## config.mk

```make
export PLATFORM = sky130hd
export DESIGN_NAME = benes_perm_net
export DESIGN_NICKNAME = d
export VERILOG_FILES = /design/src/rtl/benes_pkg.sv /design/src/rtl/benes_switch.sv /design/src/rtl/benes_stage.sv /design/src/rtl/benes_perm_net.sv
export SDC_FILE = /design/constraint.sdc
export NUM_CORES = 1
export LEC_CHECK = 0
export BUFFER_PORTS_ARGS = -buffer_cell sky130_fd_sc_hd__buf_2
export CAP_MARGIN = 20
export CORE_UTILIZATION = 35
export DETAILED_ROUTE_END_ITERATION = 12
export PLACE_DENSITY = 0.63
export SLEW_MARGIN = 0
export SYNTH_ARGS = -nofsm -noshare
export SYNTH_HDL_FRONTEND = slang
export SYNTH_SLANG_ARGS = --single-unit
```

## constraint.sdc

```tcl
create_clock -name vclk -period 2.9
set_clock_uncertainty 0.2 [all_clocks]
set_input_delay 0.145 -clock vclk [all_inputs]
set_output_delay 0.145 -clock vclk [all_outputs]
set_load 0.05 [all_outputs]
```

## src/rtl/benes_pkg.sv

```systemverilog
package benes_pkg;

   // Block size of column s in a network of p words.
   function automatic int col_block(input int p, input int s);
      int l;
      l = $clog2(p);
      if (s <= l - 1) return p >> s;
      return p >> (2 * l - 2 - s);
   endfunction

   // Word index feeding port `which` of element k in column s.
   function automatic int src_idx(input int p, input int s, input int k, input int which);
      int b, h, base, j;
      b    = col_block(p, s);
      h    = b / 2;
      base = (k / h) * b;
      j    = k % h;
      if (s <= $clog2(p) - 1) return base + 2 * j + which;
      return base + j + which * h;
   endfunction

   // Word index driven by port `which` of element k in column s.
   function automatic int dst_idx(input int p, input int s, input int k, input int which);
      int b, h, base, j;
      b    = col_block(p, s);
      h    = b / 2;
      base = (k / h) * b;
      j    = k % h;
      if (s <= $clog2(p) - 1) return base + j + which * h;
      return base + 2 * j + which;
   endfunction

endpackage

```

## src/rtl/benes_switch.sv

```systemverilog
module benes_switch #(
   parameter int W           = 8,
   parameter bit FIXED       = 1'b0,
   parameter bit FIXED_CROSS = 1'b0
) (
   input  logic [W-1:0] a0,
   input  logic [W-1:0] a1,
   input  logic         sel,
   output logic [W-1:0] y0,
   output logic [W-1:0] y1
);

   generate
      if (FIXED) begin : g_wired
         logic unused_sel;
         assign unused_sel = sel;
         if (FIXED_CROSS) begin : g_cross
            assign y0 = a1;
            assign y1 = a0;
         end else begin : g_pass
            assign y0 = a0;
            assign y1 = a1;
         end
      end else begin : g_mux
         assign y0 = sel ? a1 : a0;
         assign y1 = sel ? a0 : a1;
      end
   endgenerate

endmodule

```

## src/rtl/benes_stage.sv

```systemverilog
module benes_stage #(
   parameter int             P         = 8,
   parameter int             W         = 8,
   parameter int             STAGE     = 0,
   parameter int             LAG       = 0,
   parameter bit             PIPE      = 1'b0,
   parameter logic [P/2-1:0] FIX_MASK  = '0,
   parameter logic [P/2-1:0] FIX_STATE = '0
) (
   input  logic                  clk,
   input  logic                  rst_n,
   input  logic [P-1:0][W-1:0]   d_in,
   input  logic [P/2-1:0]        sel_in,
   output logic [P-1:0][W-1:0]   d_out
);

   localparam int H  = P / 2;
   localparam int SW = W + $clog2(P);

   logic [H-1:0]          sel_now;
   logic [P-1:0][W-1:0]   sw_out;

   // configuration delay so settings meet the data they came with
   generate
      if (LAG == 0) begin : g_no_lag
         assign sel_now = sel_in;
      end else begin : g_lag
         logic [LAG-1:0][H-1:0] sel_q;
         always_ff @(posedge clk) begin
            if (!rst_n) begin
               sel_q <= '0;
            end else begin
               sel_q[0] <= sel_in;
               for (int i = 1; i < LAG; i++) sel_q[i] <= sel_q[i-1];
            end
         end
         assign sel_now = sel_q[LAG-1];
      end
   endgenerate

   generate
      for (genvar k = 0; k < H; k++) begin : g_sw
         localparam int IA = benes_pkg::src_idx(P, STAGE, k, 0);
         localparam int IB = benes_pkg::src_idx(P, STAGE, k, 1);
         localparam int OA = benes_pkg::dst_idx(P, STAGE, k, 0);
         localparam int OB = benes_pkg::dst_idx(P, STAGE, k, 1);

         benes_switch #(
            .W          (W),
            .FIXED      (FIX_MASK[k]),
            .FIXED_CROSS(FIX_STATE[k])
         ) u_sw (
            .a0 (d_in[IA]),
            .a1 (d_in[IB]),
            .sel(sel_now[k]),
            .y0 (sw_out[OA]),
            .y1 (sw_out[OB])
         );

         // two different words entering an element leave as two different words
         p_distinct_r3: assert property (@(posedge clk) disable iff (!rst_n)
            (d_in[IA] != d_in[IB]) |-> (sw_out[OA] != sw_out[OB]));
      end
   endgenerate

   generate
      if (PIPE) begin : g_reg
         always_ff @(posedge clk) begin
            if (!rst_n) d_out <= '0;
            else        d_out <= sw_out;
         end
      end else begin : g_comb
         assign d_out = sw_out;
      end
   endgenerate

   // conservation of the word multiset across the column
   logic [W-1:0]  xor_in, xor_sw;
   logic [SW-1:0] sum_in, sum_sw;
   always_comb begin
      xor_in = '0; xor_sw = '0; sum_in = '0; sum_sw = '0;
      for (int i = 0; i < P; i++) begin
         xor_in = xor_in ^ d_in[i];
         xor_sw = xor_sw ^ sw_out[i];
         sum_in = sum_in + SW'(d_in[i]);
         sum_sw = sum_sw + SW'(sw_out[i]);
      end
   end

   p_xor_kept_r3: assert property (@(posedge clk) disable iff (!rst_n) xor_sw == xor_in);
   p_sum_kept_r3: assert property (@(posedge clk) disable iff (!rst_n) sum_sw == sum_in);

endmodule

```

## src/rtl/benes_perm_net.sv

```systemverilog
module benes_perm_net #(
   parameter int P    = 8,
   parameter int W    = 8,
   parameter bit PIPE = 1'b0,
   parameter logic [(2*$clog2(P)-1)*(P/2)-1:0] CONST_MASK  = '0,
   parameter logic [(2*$clog2(P)-1)*(P/2)-1:0] CONST_STATE = '0
) (
   input  logic                            clk,
   input  logic                            rst_n,
   input  logic [P*W-1:0]                  din,
   input  logic [(2*$clog2(P)-1)*(P/2)-1:0] cfg,
   output logic [P*W-1:0]                  dout
);

   localparam int L   = $clog2(P);
   localparam int S   = 2 * L - 1;
   localparam int H   = P / 2;
   localparam int NSW = S * H;
   localparam int LAT = PIPE ? S : 0;
   localparam int CW  = $clog2(LAT + 3) + 1;

   generate
      if (P < 2 || (P & (P - 1)) != 0) begin : g_bad_p
         $error("benes_perm_net: P must be a power of two, at least 2");
      end
      if (W < 1) begin : g_bad_w
         $error("benes_perm_net: W must be at least 1");
      end
   endgenerate

   logic [P-1:0][W-1:0] lane [S+1];
   assign lane[0] = din;

   generate
      for (genvar s = 0; s < S; s++) begin : g_col
         benes_stage #(
            .P        (P),
            .W        (W),
            .STAGE    (s),
            .LAG      (PIPE ? s : 0),
            .PIPE     (PIPE),
            .FIX_MASK (CONST_MASK[s*H +: H]),
            .FIX_STATE(CONST_STATE[s*H +: H])
         ) u_col (
            .clk   (clk),
            .rst_n (rst_n),
            .d_in  (lane[s]),
            .sel_in(cfg[s*H +: H]),
            .d_out (lane[s+1])
         );
      end
   endgenerate

   assign dout = lane[S];

   // settle watch: inputs held for the full latency keep the output still
   logic [P*W-1:0] din_q;
   logic [NSW-1:0] cfg_q;
   logic [CW-1:0]  held_cnt;
   logic           same_now;
   assign same_now = (din == din_q) && (cfg == cfg_q);

   always_ff @(posedge clk) begin
      if (!rst_n) begin
         din_q    <= '0;
         cfg_q    <= '0;
         held_cnt <= '0;
      end else begin
         din_q <= din;
         cfg_q <= cfg;
         if (!same_now)                     held_cnt <= '0;
         else if (held_cnt < CW'(LAT + 2))  held_cnt <= held_cnt + 1'b1;
      end
   end

   p_settle_r8: assert property (@(posedge clk) disable iff (!rst_n)
      (same_now && held_cnt >= CW'(LAT + 1)) |-> $stable(dout));

endmodule

```

# Word-level counts from Yosys, hierarchy flattened
# Cells that the tools add are included.
# word_totals
output_inout_bits	64
in_bits	86
ff_bits	0
word_cells	40
# classes
n_mux	40
# ops
cell	count
8-bit 2-to-1 mux	40

# Depth between registers and ports, before layout
# Gate-level depths: netlist of the first run.
# depth
depth_word	5
mapped_depth	6
depth_no_buf	4

# Cells and area by module
# From an unflattened synthesis of the first run, not the netlist that was laid out.
# unflattened
hier_cells	360
hier_area_um2	4979.8
# by_module_without_submodules
module	instances	cells_per_inst	area_each_um2	seq_area_each_um2
benes_switch	20	18	249.0	0.0

# Least setup slack after synthesis of the first run
# OpenSTA, ideal clock, no wires.
# synth_path
path_type	input to output
start	input port cfg[2]
end	output port dout[52]
stages	6
setup_slack_ns	0.725
t_arrival_ns	1.830
n_path_buf	2
t_required_ns	2.555
path_cell_list	buf_6 > buf_12 > mux2i_4 > o22ai_1 > o32ai_2 > o221ai_1
# synth_via
elab_chain_cells	5
word_cells_on_any_way	13
# synth_lines
element	line	source
start, declared	benes_perm_net.sv:11	input logic [(2*$clog2(P)-1)*(P/2)-1:0] cfg,
8-bit 2-to-1 mux, on equally long branches	benes_switch.sv:25, benes_switch.sv:26	
8-bit 2-to-1 mux, on equally long branches	benes_switch.sv:26, benes_switch.sv:25	
8-bit 2-to-1 mux (2 in a row)	benes_switch.sv:26	assign y1 = sel ? a0 : a1;
8-bit 2-to-1 mux (*)	benes_switch.sv:25	assign y0 = sel ? a1 : a0;
end, declared	benes_perm_net.sv:12	output logic [P*W-1:0] dout
# Mark *: on every way between the ends. The rest lies on a longest branch, timed or not.

# Worst setup path in the final report of the first run
# layout_path
start	input port cfg[2]
end	output port dout[49]
# The elaborated chain is that of the path after synthesis.

==> results of run 1 <==
==> final cells by class <==
class,count,area [um^2]
Tap cell,136,170
Multi-Input combinational cell,448,3420
Timing Repair Buffer,171,913
Fill cell,1061,5790
Inverter,6,22.5
==> power breakdown <==
part | internal [uW] | switching (uW)
Sequential | 0 | 0
Clock | 0 | 0
Combinational | 431 | 1130
==> worst max-delay path: stages <==
cell	delay (ns)
buf_2	0.34
mux2i_1	0.45
o22ai_1	0.19
o32ai_1	0.55
o221ai_1	0.24
buf_2	0.26
==> layer usage <==
metal	up-vias	part of all wire (%)
met1	2633	42
met2	409	43
met4	0	4.2
li1	2462	-
met3	60	11
met5	-	0
==> cells by family (layout without fill, tap and decap cells) <==
| group | count (synthesis) | after routing | share of synthesized area [%] |
|---|---|---|---|
| AOI/OAI and AO/OA | 304 | 304 | 61.6 |
| buffers and inverters | 53 | 177 | 8.16 |
| muxes | 64 | 64 | 20.6 |
| and+or+nand+nor | 80 | 80 | 9.67 |
==> cells in the mapped netlist <==
cell type	n
clkbuf_2	7
or2_0	1
o21ai_0	64
nor2_1	40
buf_2	9
or2_1	2
o32ai_1	14
clkbuf_1	13
o22ai_2	3
mux2i_2	7
buf_1	10
nand2_1	16
o22ai_1	109
o32ai_2	18
buf_6	4
o221ai_1	96
mux2i_1	49
clkinv_1	4
mux2i_4	8
buf_12	2
nand2b_1	16
inv_1	2
or2_2	5
buf_8	2
==> path summary, 6_finish.rpt <==
kind | cells after the start | slack (ns) | to | start
max | 6 | 0.37 | dout[49] | cfg[2]
min | 3 | 0.68 | dout[44] | cfg[18]
==> stage by stage <==
step                hold WS [ns]  std cells  area, um^2  utilization (%)
finish                     0.677        761        4530             43.9
global route               0.698        761        4530             43.9
CTS                        0.655        761        4530             43.9
detailed placement         0.655        761        4530             43.9
global placement           0.656        761        4530             43.9
floorplan                  0.690        501        3730                -
==> qor.txt, run 1 <==
leading cell types in the layout, fill and taps excluded -> 148 x buf_2, 109 x o22ai_1, 96 x o221ai_1
commonest non-fill, non-tap cell in the layout -> buf_2
Power Total -> 1560 uW
initial antenna violation count -> 0
Synth Instances -> 501
crit path launch type -> primary input
final worst slack -> 0.375 ns
leakage -> 0.00170 uW
total nets after synthesis -> 587
Tightest Pin Transition -> 0.726 ns
GRT Total Usage -> 35.3%
CP Max Fanout -> 14
Congestion Overflow GR -> 0
seq_cells -> 0
VDD IR max -> 0.202 mV
gr busiest metal -> met2
Slew HR -> 50.2%
DP Worst Slack -> 0.446 ns
WL final -> 20,400 um
synth warn -> 0
Routed Antenna Nets -> 0
DR WL/cell -> 26.7 um
# setup viols final -> 0
top cell type's share of synthesized area -> 22.6%
Max Slew Vio Count -> 0
IO Pins -> 150
Initial Utilization -> 36.1%
Placer Congestion -> 1.06
Max-Cap Viols -> 0
met3 Resource Use GR -> 7.86%
fmax -> 0.396 GHz
1st-iter DRT viols -> 537
PwrDens -> 345 nW/um^2
register area share after synthesis -> 0%
Final HPWL DP -> 16,300 um
vias per inst -> 7.31
CP Data Required Time -> 2.56 ns
Data arrival, critical path -> 2.18 ns
outcome -> finished clean
first-pass GRT wire length -> 30,100 um
Post-Syn Area -> 3730 um^2
hold buffer count at cts -> 0
Area growth syn-to-layout -> 21.5%
Die Ht -> 105 um
synth unique cells -> 24
row count -> 37
post-cts resize count -> 0
largest net degree at the start of global routing -> 18
RSZ-0062 raised after global routing -> no
largest cells by area after synthesis -> o221ai_1 23%, o22ai_1 18%, mux2i_1 13%
Min-Delay Path Class -> primary input to output pin
Post-Route Setup TNS -> 0 ns
Crit. End Element -> output pin
net total in the final layout -> 713
M1 GR Usage -> 48.1%
DIE AREA -> 11,100 um^2
Tmin final -> 2.53 ns
endpoints failing hold -> 0
Residual DRC -> 0
clock buf count -> 0
syn avg cell area -> 7.44 um^2
iteration count of the initial detailed-routing pass -> 5
core area -> 10,300 um^2
IO Port Bufs -> 148
period utilization -> 87.1%
layout cells sized above 1 -> 33.9%
buffer count from post-CTS setup fixing -> 0
area leader, netlist -> o221ai_1
vias in the first global route -> 5,239
Crit Path Class -> primary input to output pin
register area -> 0 um^2
Die Wd -> 105 um
met2 global-route usage -> 53.6%
vias after detailed routing -> 5,564
Antenna Cells -> 0
Power figures use the tool's default switching activity.
==> inputs of run 2 (changes only) <==
--- a/config.mk
+++ b/config.mk
@@ -7,6 +7,7 @@
 export LEC_CHECK = 0
 export BUFFER_PORTS_ARGS = -buffer_cell sky130_fd_sc_hd__buf_2
 export CAP_MARGIN = 20
+export CORE_MARGIN = 4
 export CORE_UTILIZATION = 35
 export DETAILED_ROUTE_END_ITERATION = 12
 export PLACE_DENSITY = 0.63
==> run 2 against run 1 <==
Die area rose by 12%. Via count grew 0.13%. Highest routed layer unchanged. Final cell count shrank 1.2%. Final area is 1.5% lower. Worst setup slack lost 0.084 ns. Critical endpoint is now dout[54].
==> qor.txt, run 2 (same netlist as run 1, synthesis figures left out) <==
CP Data Required Time -> 2.56 ns (about the same)
Area growth syn-to-layout -> 19.7%
# setup viols final -> 0 (unchanged)
largest net degree at the start of global routing -> 18 (unchanged)
buffer count from post-CTS setup fixing -> 0 (unchanged)
Fin Hold WS -> 0.662 ns (-0.0149 ns)
CP max stage delay -> 0.55 ns (about the same)
Max Slew Vio Count -> 0 (unchanged)
core area -> 10,400 um^2 (+0.45%)
iteration count of the initial detailed-routing pass -> 6 (+1)
leading cell types in the layout, fill and taps excluded -> 148 x buf_2, 109 x o22ai_1, 96 x o221ai_1
placed insts -> 752 (-1.2%)
CP Max Fanout -> 16 (+2)
post-cts resize count -> 0 (unchanged)
WHS Endpoint -> dout[63]
Placer Congestion -> 1.02 (-3.8%)
hold buffer count at cts -> 0 (unchanged)
Antenna Cells -> 0 (unchanged)
Hold Crit Depth -> 3 (unchanged)
register area -> 0 um^2 (unchanged)
Min-Delay Path Class -> primary input to output pin
IO Pins -> 150 (unchanged)
crit-path cells -> buf_2, mux2i_1, o22ai_1, o32ai_1, o221ai_1, buf_2
Post-Route Setup TNS -> 0 ns (unchanged)
Die Wd -> 111 um (+5.7%)
seq_cells -> 0 (unchanged)
Tightest Pin Transition -> 0.661 ns (-0.0643 ns)
Post-Layout Cell Count -> 752 (-1.2%)
RSZ-0062 raised after global routing -> no
layout cells sized above 1 -> 33.0% (-0.97 points)
row count -> 37 (unchanged)
FILL cells -> 1,125 (+6.0%)
Routed Antenna Nets -> 0 (unchanged)
crit path launch type -> primary input
Residual DRC -> 0 (unchanged)
1st-iter DRT viols -> 710 (+32%)
IO Port Bufs -> 148 (unchanged)
Final HPWL DP -> 16,000 um (-2.2%)
Data arrival, critical path -> 2.26 ns (+0.08 ns)
VDD IR max -> 0.185 mV (-8.6%)
initial antenna violation count -> 0 (unchanged)
net total in the final layout -> 704 (-1.3%)
worst-path cell with the longest stage delay -> o32ai_1
Crit. End Element -> output pin
fmax -> 0.383 GHz (-3.2%)
Crit Path Class -> primary input to output pin
leakage -> 0.00165 uW (-2.5%)
most used cell, CP -> buf_2
vias per inst -> 7.41 (+1.3%)
Worst Setup SP -> cfg[2]
endpoints failing hold -> 0 (unchanged)
vias after detailed routing -> 5,571 (+0.13%)
Worst path top cell family by delay -> compound AO/OA/AOI/OAI gates
Initial Utilization -> 35.9% (-0.16 points)
DIE AREA -> 12,400 um^2 (+12%)
Tmin final -> 2.61 ns (+0.0836 ns)
Max-Cap Viols -> 0 (unchanged)
vias in the first global route -> 5,219 (-0.38%)
Congestion Overflow GR -> 0 (unchanged)
Slew HR -> 54.6% (+4.4 points)
period utilization -> 90.0% (+2.9 points)
PwrDens -> 343 nW/um^2 (-0.56%)
Die Ht -> 111 um (+5.7%)
clock buf count -> 0 (unchanged)
WL final -> 19,900 um (-2.4%)
Power Total -> 1530 uW (-2.0%)
worst path buffer plus inverter count -> 2 (unchanged)
hold path startpoint -> cfg[19]
DR WL/cell -> 26.4 um (-1.2%)
commonest non-fill, non-tap cell in the layout -> buf_2
outcome -> finished clean
first-pass GRT wire length -> 30,000 um (-0.23%)
GRT Total Usage -> 29.6% (-5.6 points)
## run 2: cell types whose count changed in the layout (fill, tap and decap cells not counted)
cell / before / now
buf_4: 23 / 14
## run 2: how the worst max path moves through the flow
| stage | to | slack, ns | cells after the start |
|---|---|---|---|
| after floorplan | dout[52] | 0.73 | 6 |
| after global placement | dout[46] | 0.43 | 6 |
| after detailed placement | dout[46] | 0.37 | 6 |
| after CTS | dout[46] | 0.38 | 6 |
| after global routing | dout[46] | 0.23 | 6 |
| final | dout[54] | 0.29 | 6 |
## run 2: area by class of cell
class / instances / area (um^2) / share of cell area [%]
multi-input cells: 448 / 3420 / 76.7
repair buffers: 162 / 846 / 19.0
well taps: 136 / 170 / 3.81
inverters: 6 / 22.5 / 0.505
## run 2: where the power goes
group	switching, uW	internal, uW	total (uW)	leakage [uW]
logic	1110	418	1530	0.00165
registers	0	0	0	0
clock network	0	0	0	0
## run 2: stage by stage
stage	worst slack, ns	util (%)	area, um^2
2_1_floorplan	0.725	-	3730
3_3_place_gp	0.431	43.0	4460
3_5_place_dp	0.368	43.0	4460
4_1_cts	0.381	43.0	4460
5_1_grt	0.228	43.0	4460
6_report	0.291	43.0	4460
## run 2: metal layers
metal | global-route usage (%) | wire length (um)
met5 | 0 | 0
met4 | 9.00 | 725
met3 | 3.88 | 2360
met2 | 47.7 | 8890
met1 | 41.1 | 7900
